===== config.mk =====
export PLATFORM = sky130hd
export DESIGN_NAME = gpio_apb_ctrl
export DESIGN_NICKNAME = d
export VERILOG_FILES = /design/src/rtl/gpio_apb_pkg.sv /design/src/rtl/gpio_sync.sv /design/src/rtl/gpio_debounce.sv /design/src/rtl/gpio_irq_core.sv /design/src/rtl/gpio_apb_ctrl.sv
export SDC_FILE = /design/constraint.sdc
export NUM_CORES = 1
export LEC_CHECK = 0
export BUFFER_PORTS_ARGS = -buffer_cell sky130_fd_sc_hd__buf_4
export CORE_UTILIZATION = 40
export CTS_BUF_LIST = sky130_fd_sc_hd__clkbuf_4 sky130_fd_sc_hd__clkbuf_8
export CTS_CLUSTER_DIAMETER = 60
export CTS_CLUSTER_SIZE = 12
export DETAILED_ROUTE_END_ITERATION = 10
export SYNTH_ARGS = -nofsm -noshare
export SYNTH_HDL_FRONTEND = slang
export SYNTH_SLANG_ARGS = --single-unit

===== constraint.sdc =====
create_clock -name pclk -period 4.2 [get_ports pclk]
set_input_delay 0.42 -clock pclk [delete_from_list [all_inputs] [get_ports pclk]]
set_output_delay 0.42 -clock pclk [all_outputs]
set_load 0.02 [all_outputs]

===== src/rtl/gpio_apb_pkg.sv =====
package gpio_apb_pkg;
    localparam logic [7:0] OFF_IRQ_EN   = 8'h30;
    localparam logic [7:0] OFF_IRQ_MASK = 8'h34;
    localparam logic [7:0] OFF_IRQ_KIND = 8'h38;
    localparam logic [7:0] OFF_IRQ_POL  = 8'h3C;
    localparam logic [7:0] OFF_STATUS   = 8'h40;
    localparam logic [7:0] OFF_RAW      = 8'h44;
    localparam logic [7:0] OFF_DEBOUNCE = 8'h48;
    localparam logic [7:0] OFF_EOI      = 8'h4C;
    localparam logic [7:0] OFF_EXT_BASE = 8'h50;
    localparam int         PORT_STRIDE  = 12;
    localparam int         MAX_PORTS    = 4;

    function automatic logic [7:0] data_off(input int p);
        return 8'(p * PORT_STRIDE);
    endfunction

    function automatic logic [7:0] dir_off(input int p);
        return 8'(p * PORT_STRIDE + 4);
    endfunction

    function automatic logic [7:0] ext_off(input int p);
        return 8'(32'(OFF_EXT_BASE) + p * 4);
    endfunction
endpackage


===== src/rtl/gpio_sync.sv =====
module gpio_sync #(
    parameter int W = 8
) (
    input  logic         clk,
    input  logic         rst_n,
    input  logic [W-1:0] d_in,
    output logic [W-1:0] q_out
);
    typedef struct packed {
        logic [W-1:0] s1;
        logic [W-1:0] s2;
    } sync_t;

    sync_t st_d, st_q;

    always_comb begin
        st_d    = st_q;
        st_d.s1 = d_in;
        st_d.s2 = st_q.s1;
    end

    always_ff @(posedge clk or negedge rst_n) begin
        if (!rst_n) st_q <= '0;
        else        st_q <= st_d;
    end

    assign q_out = st_q.s2;
endmodule


===== src/rtl/gpio_debounce.sv =====
module gpio_debounce #(
    parameter int W     = 8,
    parameter int TICKS = 4
) (
    input  logic         clk,
    input  logic         rst_n,
    input  logic         tick,
    input  logic [W-1:0] raw,
    output logic [W-1:0] clean
);
    localparam int CNT_W = (TICKS > 1) ? $clog2(TICKS) : 1;
    localparam logic [CNT_W-1:0] LIMIT = CNT_W'(TICKS - 1);

    typedef struct packed {
        logic [W-1:0][CNT_W-1:0] cnt;
        logic [W-1:0]            filt;
    } deb_t;

    deb_t st_d, st_q;

    always_comb begin
        st_d = st_q;
        if (tick) begin
            for (int i = 0; i < W; i++) begin
                if (raw[i] == st_q.filt[i]) begin
                    st_d.cnt[i] = '0;
                end else if (st_q.cnt[i] == LIMIT) begin
                    st_d.filt[i] = raw[i];
                    st_d.cnt[i]  = '0;
                end else begin
                    st_d.cnt[i] = st_q.cnt[i] + 1'b1;
                end
            end
        end
    end

    always_ff @(posedge clk or negedge rst_n) begin
        if (!rst_n) st_q <= '0;
        else        st_q <= st_d;
    end

    assign clean = st_q.filt;
endmodule


===== src/rtl/gpio_irq_core.sv =====
module gpio_irq_core #(
    parameter int W = 8
) (
    input  logic         clk,
    input  logic         rst_n,
    input  logic [W-1:0] src,
    input  logic [W-1:0] en,
    input  logic [W-1:0] mask,
    input  logic [W-1:0] kind,
    input  logic [W-1:0] pol,
    input  logic         eoi_we,
    input  logic [W-1:0] eoi_bits,
    output logic [W-1:0] pend,
    output logic [W-1:0] status,
    output logic         irq
);
    typedef struct packed {
        logic [W-1:0] prev;
        logic [W-1:0] pend;
    } irq_t;

    irq_t st_d, st_q;
    logic [W-1:0] rise, fall, edge_hit, lvl_hit, clr;

    always_comb begin
        rise     = src & ~st_q.prev;
        fall     = ~src & st_q.prev;
        edge_hit = (pol & rise) | (~pol & fall);
        lvl_hit  = ~(src ^ pol);
        clr      = eoi_we ? eoi_bits : '0;
        st_d      = st_q;
        st_d.prev = src;
        for (int i = 0; i < W; i++) begin
            if (kind[i]) st_d.pend[i] = en[i] & ((st_q.pend[i] & ~clr[i]) | edge_hit[i]);
            else         st_d.pend[i] = en[i] & lvl_hit[i];
        end
    end

    always_ff @(posedge clk or negedge rst_n) begin
        if (!rst_n) st_q <= '0;
        else        st_q <= st_d;
    end

    assign pend   = st_q.pend;
    assign status = st_q.pend & ~mask;
    assign irq    = |status;
endmodule


===== src/rtl/gpio_apb_ctrl.sv =====
module gpio_apb_ctrl
    import gpio_apb_pkg::*;
#(
    parameter int NUM_PORTS = 4,
    parameter int PORT_W    = 32,
    parameter int DEB_TICKS = 4
) (
    input  logic                          pclk,
    input  logic                          presetn,
    input  logic                          psel,
    input  logic                          penable,
    input  logic                          pwrite,
    input  logic [7:0]                    paddr,
    input  logic [31:0]                   pwdata,
    output logic [31:0]                   prdata,
    input  logic                          db_tick,
    input  logic [NUM_PORTS*PORT_W-1:0]   pin_in,
    output logic [NUM_PORTS*PORT_W-1:0]   pin_out,
    output logic [NUM_PORTS*PORT_W-1:0]   pin_oe,
    output logic                          irq_out
);
    localparam int TOT_W = NUM_PORTS * PORT_W;

    typedef struct packed {
        logic [NUM_PORTS-1:0][PORT_W-1:0] dout;
        logic [NUM_PORTS-1:0][PORT_W-1:0] dir;
        logic [PORT_W-1:0]                en;
        logic [PORT_W-1:0]                mask;
        logic [PORT_W-1:0]                kind;
        logic [PORT_W-1:0]                pol;
        logic [PORT_W-1:0]                deb;
    } regs_t;

    regs_t             regs_d, regs_q;
    logic              wr_en;
    logic              eoi_we;
    logic [PORT_W-1:0] wdat;
    logic [TOT_W-1:0]  pin_sync;
    logic [PORT_W-1:0] a_clean, a_src, a_pend, a_status;

    assign wr_en = psel & penable & pwrite;
    assign wdat  = pwdata[PORT_W-1:0];

    gpio_sync #(.W(TOT_W)) u_sync (
        .clk   (pclk),
        .rst_n (presetn),
        .d_in  (pin_in),
        .q_out (pin_sync)
    );

    gpio_debounce #(.W(PORT_W), .TICKS(DEB_TICKS)) u_deb (
        .clk   (pclk),
        .rst_n (presetn),
        .tick  (db_tick),
        .raw   (pin_sync[PORT_W-1:0]),
        .clean (a_clean)
    );

    assign a_src = (regs_q.deb & a_clean) | (~regs_q.deb & pin_sync[PORT_W-1:0]);

    gpio_irq_core #(.W(PORT_W)) u_irq (
        .clk      (pclk),
        .rst_n    (presetn),
        .src      (a_src),
        .en       (regs_q.en),
        .mask     (regs_q.mask),
        .kind     (regs_q.kind),
        .pol      (regs_q.pol),
        .eoi_we   (eoi_we),
        .eoi_bits (wdat),
        .pend     (a_pend),
        .status   (a_status),
        .irq      (irq_out)
    );

    always_comb begin
        regs_d = regs_q;
        eoi_we = 1'b0;
        if (wr_en) begin
            for (int p = 0; p < NUM_PORTS; p++) begin
                if (paddr == data_off(p)) regs_d.dout[p] = wdat;
                if (paddr == dir_off(p))  regs_d.dir[p]  = wdat;
            end
            case (paddr)
                OFF_IRQ_EN:   regs_d.en   = wdat;
                OFF_IRQ_MASK: regs_d.mask = wdat;
                OFF_IRQ_KIND: regs_d.kind = wdat;
                OFF_IRQ_POL:  regs_d.pol  = wdat;
                OFF_DEBOUNCE: regs_d.deb  = wdat;
                OFF_EOI:      eoi_we      = 1'b1;
                default:      ;
            endcase
        end
    end

    always_ff @(posedge pclk or negedge presetn) begin
        if (!presetn) regs_q <= '0;
        else          regs_q <= regs_d;
    end

    always_comb begin
        prdata = '0;
        for (int p = 0; p < NUM_PORTS; p++) begin
            if (paddr == data_off(p)) prdata = 32'(regs_q.dout[p]);
            if (paddr == dir_off(p))  prdata = 32'(regs_q.dir[p]);
            if (paddr == ext_off(p))  prdata = 32'(pin_sync[p*PORT_W +: PORT_W]);
        end
        case (paddr)
            OFF_IRQ_EN:   prdata = 32'(regs_q.en);
            OFF_IRQ_MASK: prdata = 32'(regs_q.mask);
            OFF_IRQ_KIND: prdata = 32'(regs_q.kind);
            OFF_IRQ_POL:  prdata = 32'(regs_q.pol);
            OFF_STATUS:   prdata = 32'(a_status);
            OFF_RAW:      prdata = 32'(a_pend);
            OFF_DEBOUNCE: prdata = 32'(regs_q.deb);
            default:      ;
        endcase
    end

    assign pin_out = regs_q.dout;
    assign pin_oe  = regs_q.dir;
endmodule


==> results.rst, run 1 <==
.. list-table::
   :header-rows: 1

   * - Metric
     - Value
   * - Antenna violations before repair
     - 7
   * - Gates resized, CTS repair
     - 0
   * - Buffer depth of the longest clock path
     - 3
   * - Combined area of all synthesized cells
     - 0.0380 sq mm
   * - Number of optimization iterations in the first detailed-route pass
     - 6
   * - Count of flip-flops with a built-in enable after synthesis
     - 0
   * - Total of max-cap violations
     - 0
   * - Horizontal die dimension
     - 310 um
   * - Routability Congestion
     - 0.941
   * - Critical Path Fanout Max
     - 32
   * - Number of different library cells in the post-synthesis netlist
     - 68
   * - Total power per unit cell area
     - 374 mW/mm^2
   * - Highest-count cells in the layout ignoring fill and taps
     - sky130_fd_sc_hd__dfrtp_1 (832), sky130_fd_sc_hd__buf_4 (530), sky130_fd_sc_hd__mux2_2 (426)
   * - Instance count of the mapped netlist
     - 3,299
   * - Clock H-tree levels
     - 3
   * - First-pass GRT wire length
     - 195 mm
   * - Worst clock skew on the final layout
     - 0.0301 ns
   * - Sequential area share after synthesis
     - 0.548
   * - Maximum number of pins on one net before global-route repair
     - 92
   * - Number of buffers inserted by hold repair at cts
     - 133
   * - Vias
     - 27,900
   * - Average cell area after synthesis
     - 11.5 sq um
   * - CP Capture Type
     - output port
   * - Met1 wire length
     - 59.1 mm
   * - Via count of the first global-routing pass
     - 27,200
   * - Top FF cell, synth
     - sky130_fd_sc_hd__dfrtp_1
   * - Critical path data arrival time
     - 3.35 ns
   * - Cell family with most CP delay
     - compound AO/OA/AOI/OAI gates
   * - Core area
     - 0.0937 sq mm
   * - Number of port buffers
     - 462
   * - TritonCTS clock tree
     - done
   * - Global-route congestion overflow total
     - 0
   * - Antenna Nets Post-Route
     - 0
   * - Clock net sink count
     - 832
   * - Initial cell density of the core
     - 0.406
   * - Kind of critical path
     - in -> out
   * - Ys async rst share
     - 1.00
   * - Die footprint
     - 0.0963 sq mm
   * - Number of buffers created by CTS
     - 85
   * - Remaining design rule violation count
     - 0
   * - Synthesized net count
     - 3,505
   * - Required arrival time at the worst endpoint
     - 3.78 ns
   * - Detail Placement HPWL
     - 97.0 mm
   * - Clock latency at the later pin of the worst-skew pair
     - 0.76 ns
   * - Final instance area
     - 0.0440 sq mm
   * - Kind of start point of the critical path
     - primary input
   * - Dominant cell type by count on the critical path
     - sky130_fd_sc_hd__buf_4
   * - Final Routed Wirelength
     - 135 mm
   * - Transition time at the pin with the least slew margin
     - 1.07 ns
   * - CTS clock-pin slew for the worst setup and hold paths
     - 0.09 ns
   * - Number of setup buffers added after CTS
     - 0
   * - Yosys synthesis warning count
     - 0
   * - Hold violation total from the final report
     - 0
   * - Final min period
     - 3.77 ns
   * - Max-slew violation count
     - 0
   * - Fraction of layout instances using a drive strength above 1
     - 0.315
   * - # nets final
     - 3,784
   * - Setup repair after global routing missed its margin
     - no
   * - Root buffer cell
     - sky130_fd_sc_hd__clkbuf_8
   * - Die H
     - 310 um
   * - Iteration-0 DRC count of the detailed router
     - 3,161
   * - Routed wire length per instance
     - 27.8 um
   * - Max_slew headroom
     - 0.269
   * - Cell with the largest stage delay on the worst path
     - sky130_fd_sc_hd__a2111oi_0
   * - Longest individual stage delay on the worst path
     - 0.90 ns
   * - Type of the tightest min-delay check
     - in -> reg
   * - Length of routed met3 wiring
     - 12.4 mm
   * - Number of instances in the placed design
     - 4,612
   * - Run status
     - completed
   * - Final cycle utilization of the critical path
     - 0.898
   * - Vias per std cell
     - 5.73
   * - Relative area change from synthesis to final layout
     - 15.8%
   * - Pleak
     - 20.1 nW
   * - Register-to-register setup slack
     - 2.77 ns
   * - Ordered cell list for the critical path
     - buf_4 > and3b_1 > buf_4 > a21oi_2 > or4_1 > buf_4 > a2111oi_0 > a31oi_1 > buf_4
   * - Routed met2 length
     - 58.6 mm
   * - Worst setup margin
     - 0.428 ns
   * - Top routing layer in use
     - met5
   * - Final setup fails
     - 0
   * - Leading cell type in the layout, fill and taps excluded
     - sky130_fd_sc_hd__dfrtp_1
   * - Worst-case setup slack after placement
     - 0.692 ns
   * - VDD IR max
     - 232 uV
   * - Total number of placement rows
     - 112
   * - Critical path buffer and inverter count
     - 4
   * - Sum Neg Setup Slack
     - 0 ns
   * - Top-level port count
     - 463
   * - Maximum operating frequency
     - 0.265 GHz
   * - Overall routing resource usage
     - 0.279
   * - Final std cells w/o fill
     - 4,864
   * - Seq cells post-synth
     - 832
   * - Post-detailed-placement cell area
     - 0.0412 sq mm
-- synth_stat cells, types with 34 or more instances --
master / number / area share
sky130_fd_sc_hd__nor2b_1: 34 / 0.0056
sky130_fd_sc_hd__buf_4: 260 / 0.051
sky130_fd_sc_hd__buf_2: 71 / 0.0093
sky130_fd_sc_hd__o21ai_0: 86 / 0.011
sky130_fd_sc_hd__a22oi_1: 73 / 0.014
sky130_fd_sc_hd__o22ai_1: 108 / 0.018
sky130_fd_sc_hd__mux2_1: 40 / 0.012
sky130_fd_sc_hd__nand2_1: 212 / 0.021
sky130_fd_sc_hd__dfrtp_1: 832 / 0.55
sky130_fd_sc_hd__a21oi_1: 115 / 0.015
sky130_fd_sc_hd__nand3_1: 124 / 0.016
sky130_fd_sc_hd__nor3_1: 102 / 0.013
sky130_fd_sc_hd__clkbuf_1: 138 / 0.014
sky130_fd_sc_hd__nor2_1: 73 / 0.0072
sky130_fd_sc_hd__inv_1: 96 / 0.0095
sky130_fd_sc_hd__o21a_1: 87 / 0.017
sky130_fd_sc_hd__mux2_2: 426 / 0.13
sky130_fd_sc_hd__o211ai_1: 84 / 0.017
-- area by class of cell --
cell class	count	area, sq um
fillers	8543	49700
clock inverters	17	198
multi-input cells	1880	14100
diodes	5	12.5
well taps	1254	1570
inverters	96	360
flip-flops and latches	832	20800
clock buffers	97	1320
repair buffers	683	5710
-- state kept, by name, summed over array words and instances, names as in the netlist --
register      flops
u_deb.st_q       64
u_sync.q_out    128
u_irq.pend       32
u_sync.st_d     128
u_irq.st_q       32
pin_oe          128
pin_out         128
regs_q          160
u_deb.clean      32
-- cells by family after synthesis --
group	count (synthesis)	share of synthesized area
buffers and inverters	587	0.0859
adders and majority gates	32	0.0105
xor gates and xnor gates	32	0.00737
DFF	832	0.548
AOI/OAI and AO/OA	725	0.129
muxes	467	0.139
and+or+nand+nor	624	0.0813
-- path summary, 6_finish.rpt --
kind	end	from	cells past startpoint
min in group asynchronous	u_deb.clean[3]$_DFFE_PN0P_	presetn	2
min	regs_q[106]$_DFFE_PN0P_	pwdata[10]	3
max in group asynchronous	pin_oe[14]$_DFFE_PN0P_	presetn	3
max	prdata[1]	paddr[4]	9
max reg2reg	u_irq.pend[30]$_DFF_PN0_	u_sync.q_out[30]$_DFF_PN0_	3
min reg2reg	u_sync.q_out[103]$_DFF_PN0_	u_sync.st_d[103]$_DFF_PN0_	0
-- tightest hold or removal path: stages --
cell and delay [ns]:
sky130_fd_sc_hd__buf_4 0.20, sky130_fd_sc_hd__nand2_1 0.08, sky130_fd_sc_hd__o21ai_0 0.07
-- per-stage QoR --
step	total power [mW]	hold WS (ns)	util
final	16.5	0.0576	0.470
after global routing	17.2	0.0551	0.470
after CTS	16.6	0.00422	0.470
after detailed placement	11.4	0.335	0.439
after global placement	11.3	0.332	0.439
after floorplan	10.5	0.124	-
-- routing by layer --
layer | GRT usage | up-vias
met5 | 0 | -
met2 | 0.405 | 1312
met3 | 0.0721 | 240
met1 | 0.400 | 14300
li1 | - | 12100
met4 | 0.106 | 8
-- where the power goes --
group | switching, mW | leakage, nW | internal, mW | total, mW
Clock | 2.89 | 0.772 | 2.24 | 5.14
Combinational | 1.15 | 8.67 | 1.00 | 2.16
Sequential | 0.564 | 10.7 | 8.63 | 9.19
Note: power is estimated with default switching activity, not from simulation.
==> inputs of run 2 (changes only) <==
--- a/config.mk
+++ b/config.mk
@@ -6,6 +6,7 @@
 export NUM_CORES = 1
 export LEC_CHECK = 0
 export BUFFER_PORTS_ARGS = -buffer_cell sky130_fd_sc_hd__buf_4
+export CORE_ASPECT_RATIO = 1.2
 export CORE_UTILIZATION = 40
 export CTS_BUF_LIST = sky130_fd_sc_hd__clkbuf_4 sky130_fd_sc_hd__clkbuf_8
 export CTS_CLUSTER_DIAMETER = 60
==> run 2 against run 1 <==
Against the previous run: largest power group unchanged; clock power is 8.4% lower; maximum frequency is 2.0% lower; flip-flop and latch count stayed put; design area is 0.56% lower; critical path depth is 1 lower; sequential power hardly changed; clock-buffer cell count is 8 lower; final cell count is 0.19% lower; clock skew is 0.0019 ns higher; hold slack worse by 0.0041 ns; critical endpoint unchanged; non-clock buffer count is 7 higher; setup slack worse by 0.077 ns.
==> results.rst, run 2 (same netlist as run 1, synthesis figures left out) <==
.. list-table::
   :header-rows: 1

   * - Metric
     - Value
   * - Via count of the first global-routing pass
     - 27,500 (+1.1%)
   * - Clock H-tree levels
     - 3 (unchanged)
   * - Die H
     - 340 um (+9.5%)
   * - Max_slew headroom
     - 0.252 (-0.0172)
   * - TritonCTS clock tree
     - done
   * - Number of optimization iterations in the first detailed-route pass
     - 6 (unchanged)
   * - Kind of critical path
     - in -> out
   * - Min-Delay Path Depth
     - 3 (unchanged)
   * - Maximum operating frequency
     - 0.260 GHz (-2.0%)
   * - Antenna violations before repair
     - 9 (+2)
   * - Relative area change from synthesis to final layout
     - 15.2%
   * - Pleak
     - 20.0 nW (-0.42%)
   * - Leading cell type in the layout, fill and taps excluded
     - sky130_fd_sc_hd__dfrtp_1
   * - FILL cells
     - 8,663 (+1.4%)
   * - Run status
     - completed
   * - Antenna Nets Post-Route
     - 0 (unchanged)
   * - Maximum number of pins on one net before global-route repair
     - 89 (-3.3%)
   * - Sum Neg Setup Slack
     - 0 ns (unchanged)
   * - Required arrival time at the worst endpoint
     - 3.78 ns (about the same)
   * - Fraction of layout instances using a drive strength above 1
     - 0.314 (-0.00132)
   * - Worst clock skew on the final layout
     - 0.0320 ns (+0.00187 ns)
   * - Number of setup buffers added after CTS
     - 0 (unchanged)
   * - Critical Path Fanout Max
     - 15 (-53%)
   * - Total power per unit cell area
     - 366 mW/mm^2 (-2.2%)
   * - Clock net sink count
     - 832 (unchanged)
   * - VDD IR max
     - 233 uV (+0.34%)
   * - Root buffer cell
     - sky130_fd_sc_hd__clkbuf_8
   * - Routability Congestion
     - 0.949 (+0.90%)
   * - Final-layout worst hold slack
     - 0.0535 ns (-0.00406 ns)
   * - Global-route congestion overflow total
     - 0 (unchanged)
   * - Iteration-0 DRC count of the detailed router
     - 2,647 (-16%)
   * - Overall routing resource usage
     - 0.272 (-0.00738)
   * - CP Capture Type
     - output port
   * - Routed wire length per instance
     - 27.3 um (-1.8%)
   * - Flip-flop count of the largest register, all copies and words added
     - 160 (unchanged)
   * - Total of max-cap violations
     - 0 (unchanged)
   * - Max-slew violation count
     - 0 (unchanged)
   * - Buffer depth of the longest clock path
     - 3 (unchanged)
   * - Final setup fails
     - 0 (unchanged)
   * - Initial cell density of the core
     - 0.404 (-0.00121)
   * - Number of buffers created by CTS
     - 82 (-3.5%)
   * - Final min period
     - 3.85 ns (+0.0771 ns)
   * - Vias per std cell
     - 5.72 (-0.29%)
   * - Setup repair after global routing missed its margin
     - no
   * - First-pass GRT wire length
     - 193 mm (-0.83%)
   * - Gates resized, CTS repair
     - 0 (unchanged)
   * - Register-to-register setup slack
     - 2.84 ns (+0.07 ns)
   * - Final cycle utilization of the critical path
     - 0.916 (+0.0184)
   * - Total number of placement rows
     - 123 (+9.8%)
   * - CTS clock-pin slew for the worst setup and hold paths
     - 0.09 ns (about the same)
   * - # nets final
     - 3,788 (+0.11%)
   * - Detail Placement HPWL
     - 95.5 mm (-1.5%)
   * - Final Routed Wirelength
     - 132 mm (-2.0%)
   * - Biggest register
     - regs_q
   * - Core area
     - 0.0940 sq mm (+0.30%)
   * - Type of the tightest min-delay check
     - in -> reg
   * - Top-level port count
     - 463 (unchanged)
   * - Worst R2R Path Depth
     - 3 (unchanged)
   * - Highest-count cells in the layout ignoring fill and taps
     - sky130_fd_sc_hd__dfrtp_1 (832), sky130_fd_sc_hd__buf_4 (542), sky130_fd_sc_hd__mux2_2 (426)
   * - Number of port buffers
     - 462 (unchanged)
   * - Horizontal die dimension
     - 283 um (-8.7%)
   * - Overall power
     - 16.0 mW (-2.7%)
   * - Transition time at the pin with the least slew margin
     - 1.09 ns (+0.0251 ns)
   * - Remaining design rule violation count
     - 0 (unchanged)
   * - Vias
     - 27,800 (-0.47%)
   * - Die footprint
     - 0.0963 sq mm (about the same)
   * - Kind of start point of the critical path
     - primary input
   * - Clock latency at the later pin of the worst-skew pair
     - 0.76 ns (about the same)
   * - Critical path data arrival time
     - 3.43 ns (+0.08 ns)
   * - Hold violation total from the final report
     - 0 (unchanged)
## run 2: changes by cell type in the layout (fill, tap and decap cells not counted), sizes merged
cell | previous run | this run
clkbuf | 97 | 89
buf | 550 | 555
bufinv | 3 | 0
dlygate4sd3 | 133 | 135
clkinvlp | 5 | 4
diode | 5 | 4
inv | 98 | 99
## run 2: final timing paths
path | from | to
max reg2reg | u_sync.q_out[16]$_DFF_PN0_ | u_irq.pend[16]$_DFF_PN0_
min | pwdata[11] | regs_q[107]$_DFFE_PN0P_
max in group asynchronous | presetn | u_sync.st_d[6]$_DFF_PN0_
min in group asynchronous | presetn | u_sync.st_d[114]$_DFF_PN0_
min reg2reg | u_sync.st_d[96]$_DFF_PN0_ | u_sync.q_out[96]$_DFF_PN0_
max | paddr[6] | prdata[1]
## run 2: area by class of cell
| class | instances | area [sq um] | share of cell area |
|---|---|---|---|
| Clock buffer | 89 | 1200 | 0.0274 |
| Clock inverter | 14 | 101 | 0.00231 |
| Tap cell | 1250 | 1560 | 0.0357 |
| Multi-Input combinational cell | 1880 | 14100 | 0.321 |
| Timing Repair Buffer | 690 | 5680 | 0.130 |
| Antenna cell | 4 | 10.0 | 0.000229 |
| Inverter | 96 | 360 | 0.00823 |
| Sequential cell | 832 | 20800 | 0.475 |
## run 2: worst max-delay path: stages
cell and delay [ns]:
sky130_fd_sc_hd__buf_4 0.22, sky130_fd_sc_hd__nor3b_4 0.60, sky130_fd_sc_hd__a21oi_2 0.15, sky130_fd_sc_hd__or4_1 0.46, sky130_fd_sc_hd__buf_4 0.24, sky130_fd_sc_hd__a2111oi_0 0.88, sky130_fd_sc_hd__a31oi_1 0.21, sky130_fd_sc_hd__buf_4 0.24
## run 2: stage by stage
step | utilization | cells | setup WS (ns) | area, sq um
6_report | 0.466 | 4855 | 0.351 | 43800
5_1_grt | 0.466 | 4854 | 0.396 | 43800
4_1_cts | 0.466 | 4851 | 0.477 | 43800
3_5_place_dp | 0.437 | 4613 | 0.488 | 41100
3_3_place_gp | 0.437 | 4613 | 0.542 | 41100
2_1_floorplan | - | 3299 | 1.55 | 38000
## run 2: power breakdown
| group | switching (mW) | internal, mW | total, mW | leakage [nW] |
|---|---|---|---|---|
| Clock | 2.83 | 1.88 | 4.71 | 0.673 |
| Combinational | 1.14 | 1.00 | 2.14 | 8.68 |
| Sequential | 0.560 | 8.63 | 9.19 | 10.7 |
| Total | 4.53 | 11.5 | 16.0 | 20.0 |
## run 2: repair_timing
item	in CTS	in global routing
hold endpoints to repair	199	0
hold buffers	135	0
endpoints found under the setup margin	0	0
## run 2: metal layers
| layer | part of all wire | wire length [um] | vias up | global-route usage |
|---|---|---|---|---|
| met5 | 0.00017 | 22 | - | 0 |
| met4 | 0.043 | 5660 | 4 | 0.113 |
| met1 | 0.43 | 57100 | 14200 | 0.376 |
| met2 | 0.44 | 58600 | 1230 | 0.410 |
| li1 | - | - | 12100 | - |
| met3 | 0.083 | 11000 | 235 | 0.0638 |
